--- src/rtl/agu_pkg.sv ---
package agu_pkg;
  localparam int MODE_W = 3;

  typedef enum logic [MODE_W-1:0] {
    AM_IND     = 3'd0,
    AM_POSTINC = 3'd1,
    AM_PREDEC  = 3'd2,
    AM_DISP    = 3'd3,
    AM_DIRECT  = 3'd4
  } agu_mode_e;

  typedef enum logic {
    ST_IDLE = 1'b0,
    ST_WAIT = 1'b1
  } agu_state_e;
endpackage

--- src/rtl/agu_ptr_sel.sv ---
module agu_ptr_sel #(
  parameter int ADDR_W      = 16,
  parameter int NUM_PTR     = 3,
  parameter int PSEL_W      = 2,
  parameter int REDUCED_IDX = 0
) (
  input  logic [NUM_PTR*ADDR_W-1:0] ptr_bus,
  input  logic [PSEL_W-1:0]         sel,
  output logic [ADDR_W-1:0]         sel_val,
  output logic                      sel_exists,
  output logic                      sel_has_disp,
  output logic [NUM_PTR-1:0]        sel_onehot
);
  logic [ADDR_W-1:0]  slot [NUM_PTR];
  logic [NUM_PTR-1:0] hit;
  logic [NUM_PTR-1:0] disp_cap;

  for (genvar g = 0; g < NUM_PTR; g++) begin : g_slot
    assign slot[g]     = ptr_bus[g*ADDR_W +: ADDR_W];
    assign hit[g]      = (sel == PSEL_W'(g));
    assign disp_cap[g] = (g != REDUCED_IDX);
  end

  always_comb begin
    sel_val = '0;
    for (int i = 0; i < NUM_PTR; i++) begin
      if (hit[i]) sel_val = slot[i];
    end
  end

  assign sel_exists   = |hit;
  assign sel_has_disp = |(hit & disp_cap);
  assign sel_onehot   = hit;
endmodule

--- src/rtl/agu_addr_calc.sv ---
module agu_addr_calc
  import agu_pkg::*;
#(
  parameter int ADDR_W = 16,
  parameter int DISP_W = 6
) (
  input  logic [ADDR_W-1:0] base,
  input  agu_mode_e         mode,
  input  logic [DISP_W-1:0] disp,
  output logic [ADDR_W-1:0] ea,
  output logic [ADDR_W-1:0] new_ptr,
  output logic              updates
);
  localparam logic [ADDR_W-1:0] ONE = ADDR_W'(1);
  localparam int PAD_W = ADDR_W - DISP_W;

  logic [ADDR_W-1:0] inc_v;
  logic [ADDR_W-1:0] dec_v;
  logic [ADDR_W-1:0] off_v;

  assign inc_v = base + ONE;
  assign dec_v = base - ONE;
  assign off_v = base + {{PAD_W{1'b0}}, disp};

  always_comb begin
    ea      = base;
    new_ptr = base;
    updates = 1'b0;
    case (mode)
      AM_POSTINC: begin
        new_ptr = inc_v;
        updates = 1'b1;
      end
      AM_PREDEC: begin
        ea      = dec_v;
        new_ptr = dec_v;
        updates = 1'b1;
      end
      AM_DISP:  ea = off_v;
      default:  ea = base;
    endcase
  end
endmodule

--- src/rtl/agu_ctrl.sv ---
module agu_ctrl
  import agu_pkg::*;
(
  input  logic              clk,
  input  logic              rst,
  input  logic              req_valid,
  input  logic [MODE_W-1:0] req_mode,
  input  logic              sel_exists,
  input  logic              sel_has_disp,
  input  logic              word2_valid,
  output logic              fire_ptr,
  output logic              start_direct,
  output logic              fire_direct,
  output logic              flag_bad,
  output logic              busy_next
);
  agu_state_e state_q;
  agu_state_e state_d;
  logic idle;
  logic ptr_mode;

  assign idle     = (state_q == ST_IDLE);
  assign ptr_mode = (req_mode <= MODE_W'(AM_DISP));

  always_comb begin
    fire_ptr     = 1'b0;
    start_direct = 1'b0;
    flag_bad     = 1'b0;
    fire_direct  = 1'b0;
    state_d      = state_q;
    if (idle) begin
      if (req_valid) begin
        if (req_mode == MODE_W'(AM_DIRECT)) begin
          start_direct = 1'b1;
          state_d      = ST_WAIT;
        end else if (ptr_mode && sel_exists &&
                     (req_mode != MODE_W'(AM_DISP) || sel_has_disp)) begin
          fire_ptr = 1'b1;
        end else begin
          flag_bad = 1'b1;
        end
      end
    end else if (word2_valid) begin
      fire_direct = 1'b1;
      state_d     = ST_IDLE;
    end
  end

  assign busy_next = (state_d == ST_WAIT);

  always_ff @(posedge clk) begin
    if (rst) state_q <= ST_IDLE;
    else     state_q <= state_d;
  end
endmodule

--- src/rtl/dmem_agu.sv ---
module dmem_agu
  import agu_pkg::*;
#(
  parameter int ADDR_W      = 16,
  parameter int NUM_PTR     = 3,
  parameter int DISP_W      = 6,
  parameter int REDUCED_IDX = 0,
  parameter int PSEL_W      = 2
) (
  input  logic                      clk,
  input  logic                      rst,
  input  logic                      req_valid,
  input  logic [PSEL_W-1:0]         req_ptr,
  input  logic [MODE_W-1:0]         req_mode,
  input  logic [DISP_W-1:0]         req_disp,
  input  logic                      req_store,
  input  logic [NUM_PTR*ADDR_W-1:0] ptr_bus,
  input  logic                      word2_valid,
  input  logic [ADDR_W-1:0]         word2_addr,
  output logic                      mem_stb,
  output logic                      mem_we,
  output logic [ADDR_W-1:0]         mem_addr,
  output logic [NUM_PTR-1:0]        wb_en,
  output logic [ADDR_W-1:0]         wb_val,
  output logic                      illegal,
  output logic                      busy
);
  logic [ADDR_W-1:0]  sel_val;
  logic               sel_exists;
  logic               sel_has_disp;
  logic [NUM_PTR-1:0] sel_onehot;
  logic [ADDR_W-1:0]  ea;
  logic [ADDR_W-1:0]  new_ptr;
  logic               updates;
  logic               fire_ptr;
  logic               start_direct;
  logic               fire_direct;
  logic               flag_bad;
  logic               busy_next;
  logic               store_q;

  agu_ptr_sel #(
    .ADDR_W(ADDR_W), .NUM_PTR(NUM_PTR), .PSEL_W(PSEL_W), .REDUCED_IDX(REDUCED_IDX)
  ) u_sel (
    .ptr_bus(ptr_bus), .sel(req_ptr), .sel_val(sel_val),
    .sel_exists(sel_exists), .sel_has_disp(sel_has_disp), .sel_onehot(sel_onehot)
  );

  agu_addr_calc #(.ADDR_W(ADDR_W), .DISP_W(DISP_W)) u_calc (
    .base(sel_val), .mode(agu_mode_e'(req_mode)), .disp(req_disp),
    .ea(ea), .new_ptr(new_ptr), .updates(updates)
  );

  agu_ctrl u_ctrl (
    .clk(clk), .rst(rst), .req_valid(req_valid), .req_mode(req_mode),
    .sel_exists(sel_exists), .sel_has_disp(sel_has_disp), .word2_valid(word2_valid),
    .fire_ptr(fire_ptr), .start_direct(start_direct), .fire_direct(fire_direct),
    .flag_bad(flag_bad), .busy_next(busy_next)
  );

  always_ff @(posedge clk) begin
    if (rst) begin
      mem_stb  <= 1'b0;
      mem_we   <= 1'b0;
      mem_addr <= '0;
      wb_en    <= '0;
      wb_val   <= '0;
      illegal  <= 1'b0;
      busy     <= 1'b0;
      store_q  <= 1'b0;
    end else begin
      mem_stb <= fire_ptr | fire_direct;
      illegal <= flag_bad;
      busy    <= busy_next;
      if (start_direct) store_q <= req_store;
      if (fire_ptr) begin
        mem_we   <= req_store;
        mem_addr <= ea;
      end else if (fire_direct) begin
        mem_we   <= store_q;
        mem_addr <= word2_addr;
      end else begin
        mem_we   <= 1'b0;
      end
      if (fire_ptr && updates) begin
        wb_en  <= sel_onehot;
        wb_val <= new_ptr;
      end else begin
        wb_en  <= '0;
      end
    end
  end
endmodule

--- config.mk ---
export PLATFORM = sky130hd
export DESIGN_NAME = dmem_agu
export DESIGN_NICKNAME = d
export VERILOG_FILES = /design/src/rtl/agu_pkg.sv /design/src/rtl/agu_ptr_sel.sv /design/src/rtl/agu_addr_calc.sv /design/src/rtl/agu_ctrl.sv /design/src/rtl/dmem_agu.sv
export SDC_FILE = /design/constraint.sdc
export NUM_CORES = 1
export LEC_CHECK = 0
export BUFFER_PORTS_ARGS = -buffer_cell sky130_fd_sc_hd__buf_2
export CAP_MARGIN = 10
export CORE_MARGIN = 4
export CORE_UTILIZATION = 50
export DETAILED_ROUTE_END_ITERATION = 8
export PLACE_DENSITY = 0.75
export SETUP_SLACK_MARGIN = 0.4
export SLEW_MARGIN = 5
export SYNTH_ARGS = -nofsm -noshare
export SYNTH_HDL_FRONTEND = slang
export SYNTH_HIERARCHICAL = 1
export SYNTH_SLANG_ARGS = --single-unit
--- constraint.sdc ---
create_clock -name clk -period 6.8 [get_ports clk]
set_input_delay 1.02 -clock clk [delete_from_list [all_inputs] [get_ports clk]]
set_output_delay 1.02 -clock clk [all_outputs]
set_load 0.02 [all_outputs]
# Word-level counts from Yosys, hierarchy flattened

Index checks and enable logic that the tools add are counted.

$add $sub $neg: 3
Magnitude comparators: 1
Equality and inequality tests: 7
Multiplexer cells: 22
Bitwise operators: 3
Reductions and logical operators: 11

Operator list:

| kind                                                  | number |
|---|---|
| two-way mux 16 bit                                    | 5 |
| one-hot mux 16 bit (2 select lines)                   | 2 |
| adder 16 x 1 -> 16 bit, second input constant         | 1 |
| adder 16 x 6 -> 16 bit                                | 1 |
| subtractor 16 x 1 -> 16 bit, second input constant    | 1 |
| two-way mux 1 bit                                     | 15 |
| == test 3 x 2 -> 1 bit, second input constant         | 2 |
| OR reduction 2 bit                                    | 3 |
| OR reduction 4 bit                                    | 1 |
| == test 3 x 1 -> 1 bit, second input constant         | 1 |
| == test 3 bit, second input constant                  | 1 |
| <= comparator 3 x 2 -> 1 bit, second input constant   | 1 |
| logical AND 1 bit                                     | 3 |
| inequality test 3 x 2 -> 1 bit, second input constant | 1 |
| OR reduction 3 bit                                    | 1 |
| == test 2 x 1 -> 1 bit, second input constant         | 1 |
| == test 2 bit, second input constant                  | 1 |
| zero test 2 bit                                       | 1 |
| inverter 1 bit                                        | 2 |
| nonzero test 2 bit                                    | 1 |
| logical OR 1 bit                                      | 1 |
| OR 1 bit                                              | 1 |

Register bits: 40
Bits of input ports: 80
Output and inout port bits: 39
Word-level logic and storage cells: 55

# Depth between registers and ports, before layout

Depth in word-level cells: 11
Depth in mapped cells: 15
Gate-level depth less buffers: 14

# By module

Netlist, hierarchy kept.

By module, submodules not included:

| module        | instances | cells an instance | area an instance (um^2) | seq. area each (um^2) |
|---|---|---|---|---|
| dmem_agu      | 1         | 167               | 1680.4                  | 800.8 |
| agu_addr_calc | 1         | 213               | 1356.3                  | 0.0 |
| agu_ptr_sel   | 1         | 79                | 575.6                   | 0.0 |
| agu_ctrl      | 1         | 14                | 123.9                   | 20.0 |

# Worst setup path after synthesis

No wires, ideal clock.

Path type: input to register
Start: input req_ptr[1]
End: register mem_addr[14]
Library setup time: 0.086 ns
Arrival time: 3.719 ns
Required time: 6.714 ns
Setup slack: 2.995 ns
Cell stages on the path: 14
Buffers on the path: 1
Cell sequence: inv_1 > ha_1 > buf_2 > nand3b_1 > a21oi_1 > inv_1 > fa_1 > nor2b_1 > o31a_1 > nor3_1 > o41ai_1 > xor2_1 > nor2b_1 > a211oi_1

Elaborated cells on any way between the ends: 20
Classes of those cells: add/sub: 2; eq/ne: 2; mux: 9; reduce/logical: 7

RTL lines:

| item                                                                  | line                                     | text |
|---|---|---|
| start, declared                                                       | dmem_agu.sv:13                           | `input logic [PSEL_W-1:0] req_ptr,` |
| == test 2 x 1 -> 1 bit *                                              | agu_ptr_sel.sv:20                        | `assign hit[g] = (sel == PSEL_W'(g));` |
| net sel_onehot[1]                                                     | dmem_agu.sv:31                           | `logic [NUM_PTR-1:0] sel_onehot;` |
| two-way mux 16 bit * (2 in a row)                                     | agu_ptr_sel.sv:27                        | `if (hit[i]) sel_val = slot[i];` |
| net sel_val[1]                                                        | dmem_agu.sv:28                           | `logic [ADDR_W-1:0] sel_val;` |
| adder 16 x 6 -> 16 bit or subtractor 16 x 1 -> 16 bit (tied branches) | agu_addr_calc.sv:23, agu_addr_calc.sv:22 |  |
| one-hot mux 16 bit (2 select lines) *                                 | agu_addr_calc.sv:29                      | `case (mode)` |
| net ea[14]                                                            | dmem_agu.sv:32                           | `logic [ADDR_W-1:0] ea;` |
| two-way mux 16 bit *                                                  | dmem_agu.sv:76                           | `if (fire_ptr) begin` |
| end signal, assigned                                                  | dmem_agu.sv:81                           | `mem_addr <= word2_addr;` |
| end, declared                                                         | dmem_agu.sv:22                           | `output logic [ADDR_W-1:0] mem_addr,` |

Mark *: on every way through the listed nets, which the timed path passes. The rest lies on a longest branch.
A chain may end at the register's enable or synchronous reset.

# Final worst setup path

Ends and elaborated chain as after synthesis.

==> results.md <==
* Outcome: finished clean
* Maximum vdd drop at 66.9 uV
* CTS resizes at 0
* Vias in the first global route at 3458
* Via Count at 3758
* Die Height at 94.4 um
* Initial detailed-routing violation count at 228
* Clock Latency Late Sink at 290 ps
* Core Area at approximately 7300 um^2
* Area growth from synthesis to layout at 16.2%
* Pwr per Cell Area at 149 nW/um^2
* Worst hold slack at 490 ps
* Clock root cell: clkbuf_8
* Placer Congestion at 0.964
* Flops & latches, synth at between 40 and 50
* Synth async-reset ratio at 0
* Total gr overflow at 0
* Hold WC Path Type: reg2reg
* Period utilisation layout at 0.683
* # diodes at 0
* Starting Density at 0.515
* WL final at ~11000 um
* Tmin final at 4640 ps
* Max_cap viols at 0
* Worst Path Required at 6990 ps
* Row count at 31
* Post-Syn Area per Cell at 7.90 um^2
* Cell variety after synth at between 60 and 70
* Vias/cell at around 5.7
* Gr usage total at 0.228
* WP data arrival at 4840 ps
* Proportion of layout cells with a drive suffix above 1 at 0.313
* Skew final at 12.4 ps
* Synth Cell Area at 3740 um^2
* Initial antenna violation count at 0
* Number of synthesized flops with an enable pin at 0
* CTS tree: built
* Critical path peak fanout at 33
* Io pins at 119
* ANT nets after route at 0
* WL per Instance at approximately 16 um
* Most used DFF post-synth: dfxtp_1
* Slew margin rel. at 0.296
* Port buffer count at ~120
* Post-DP HPWL at just over 8000 um
* Final hold vios at 0
* Remaining DRCs at 0
* Syn. warnings at 6
* Die X at 94.4 um
* Wire length of the first global-routing pass at ~16000 um
* Worst-margin pin slew at 1060 ps
* Setup_tns at 0 ps
* Sequential fraction of the synthesis area at 0.220
* R2r setup slk at 4990 ps
* TritonCTS sink count at 41
* Mapped Cells at 473
* Nature of the critical path endpoint: register
* Setup Viol. Count Final at 0
* Leakage power at 1.77 nW
* Die ar. at 8920 um^2
* First-pass iteration count of the detailed router at 5
* Setup Fix Bufs, Post-CTS at 0
* WS Path Type: in2reg
* CTS Buf Count at 5
* Htree depth at 2
* Worst-path clk slew at 80 ps
* RSZ-0062 raised after global routing: no
* Max-slew violations at 0
* Final net count at 653
* Largest net degree at the start of global routing at between 50 and 60
* Mapped Nets at 566
* # hold bufs at CTS at 0
* Crit start category: input pin
* F_max at 0.215 GHz
* Clock tree buffer depth at 2
[cells by family (layout without fill, tap and decap cells)]
group | count (synthesis) | in the layout | synth area share
simple gates | 169 | 169 | 0.272
fa+ha+maj | 13 | 13 | 0.0455
compound gates | 148 | 148 | 0.273
buf+inv | 58 | 145 | 0.0800
xor+xnor | 25 | 25 | 0.0586
flops | 41 | 41 | 0.220
mux | 19 | 19 | 0.0512
[sequential cells by signal (all words and copies together) (netlist names)]
signal,cells
busy,1
illegal,1
mem_addr,16
mem_stb,1
mem_we,1
store_q,1
u_ctrl/state_q,1
wb_en,3
wb_val,16
[final timing paths]
kind,from,endpoint,cells past startpoint
max reg2reg,u_ctrl/state_q,mem_addr[15],5
min,store_q,mem_we,2
min reg2reg,store_q,mem_we,2
max,req_ptr[1],mem_addr[14],14
[synth_stat cells (3+ instances only)]
cell,n,share of area
nand3_1,29,0.039
nor3_1,8,0.011
buf_4,8,0.016
a21bo_2,13,0.035
nand2_1,16,0.016
a21oi_1,44,0.059
nor2_1,22,0.022
a21oi_2,21,0.049
and3_1,3,0.0050
nand3b_1,18,0.036
o21ai_0,21,0.028
o31ai_1,4,0.0080
mux2i_1,18,0.048
or3_1,3,0.0050
a21bo_1,3,0.0080
a211oi_1,19,0.038
buf_2,14,0.019
nor3b_1,3,0.0060
inv_1,16,0.016
a31oi_1,3,0.0050
o22ai_1,4,0.0067
clkbuf_1,14,0.014
xnor2_1,13,0.030
and2_1,3,0.0050
ha_1,12,0.040
nand2b_1,4,0.0067
o211ai_1,3,0.0060
nand4_1,5,0.0084
xor2_1,12,0.028
nor2b_1,38,0.064
dfxtp_1,41,0.22
[through the flow]
step | worst slack (ps) | instance area, um^2 | instances | power, W | util
4_1_cts | 2210 | 4340 | 659 | 0.000649 | 0.598
3_3_place_gp | 2060 | 4250 | 652 | 0.000489 | 0.586
6_report | 2160 | 4340 | 659 | 0.000647 | 0.598
3_5_place_dp | 1930 | 4250 | 652 | 0.000491 | 0.586
2_1_floorplan | 3000 | 3740 | 473 | 0.000426 | -
5_1_grt | 1850 | 4340 | 659 | 0.000688 | 0.598
[worst max-delay path, stage by stage]
cell,delay (ps)
buf_2,110
inv_1,80
ha_1,860
a21oi_1,150
a21oi_1,530
inv_1,190
fa_1,490
nor2b_1,160
o31a_1,270
nor3_1,100
o41ai_1,450
xor2_1,180
nor2b_1,60
a211oi_1,190
[where the power goes]
group / leakage, nW / switching [W] / total [W] / internal (W)
clock network: 0.0433 / 0.0000776 / 0.000158 / 0.0000802
registers: 0.333 / 0.00000400 / 0.000254 / 0.000250
logic: 1.39 / 0.000145 / 0.000236 / 0.0000907
[layer usage]
metal	share of wire	routed length, um	vias to the layer above	GRT usage
li1	-	-	1860	-
met1	0.43	4490	1753	0.288
met2	0.50	5300	132	0.411
met3	0.063	660	13	0.0287
met4	0.0094	99	0	0.0505
met5	0	0	-	0
[area by class of cell]
| type | instances | area (um^2) |
|---|---|---|
| clock buffer | 6 | 82.6 |
| clock inverter | 1 | 7.51 |
| fill | 664 | 2910 |
| inverter | 17 | 63.8 |
| multi-input combinational | 374 | 2630 |
| sequential | 41 | 821 |
| tap | 99 | 124 |
| timing repair buffer | 121 | 613 |
[layout by cell type (no fill, tap or decap), types with 2 or more instances in the layout]
cell type and n:
xor2_1 12, or3_1 3, dfxtp_1 41, and2_1 3, xnor2_1 13, a21oi_1 44, nor3_1 8, o21ai_0 21
nand3b_1 18, buf_2 118, nand4_1 5, nor3b_1 3, nor4_1 2, inv_1 16, a211oi_1 18, a21oi_2 21
and3_1 3, a31oi_1 3, a21bo_1 3, mux2i_1 18, nand2b_1 4, o31ai_1 4, ha_1 12, nor2b_1 38
nor3b_2 2, nand3_1 29, clkbuf_8 6, o211ai_1 3, nor2_1 22, o21a_1 2, a21bo_2 13, o22ai_1 4
nand2_1 16, buf_4 3, o41ai_1 2
No activity file was read; power rests on OpenSTA's default activity.
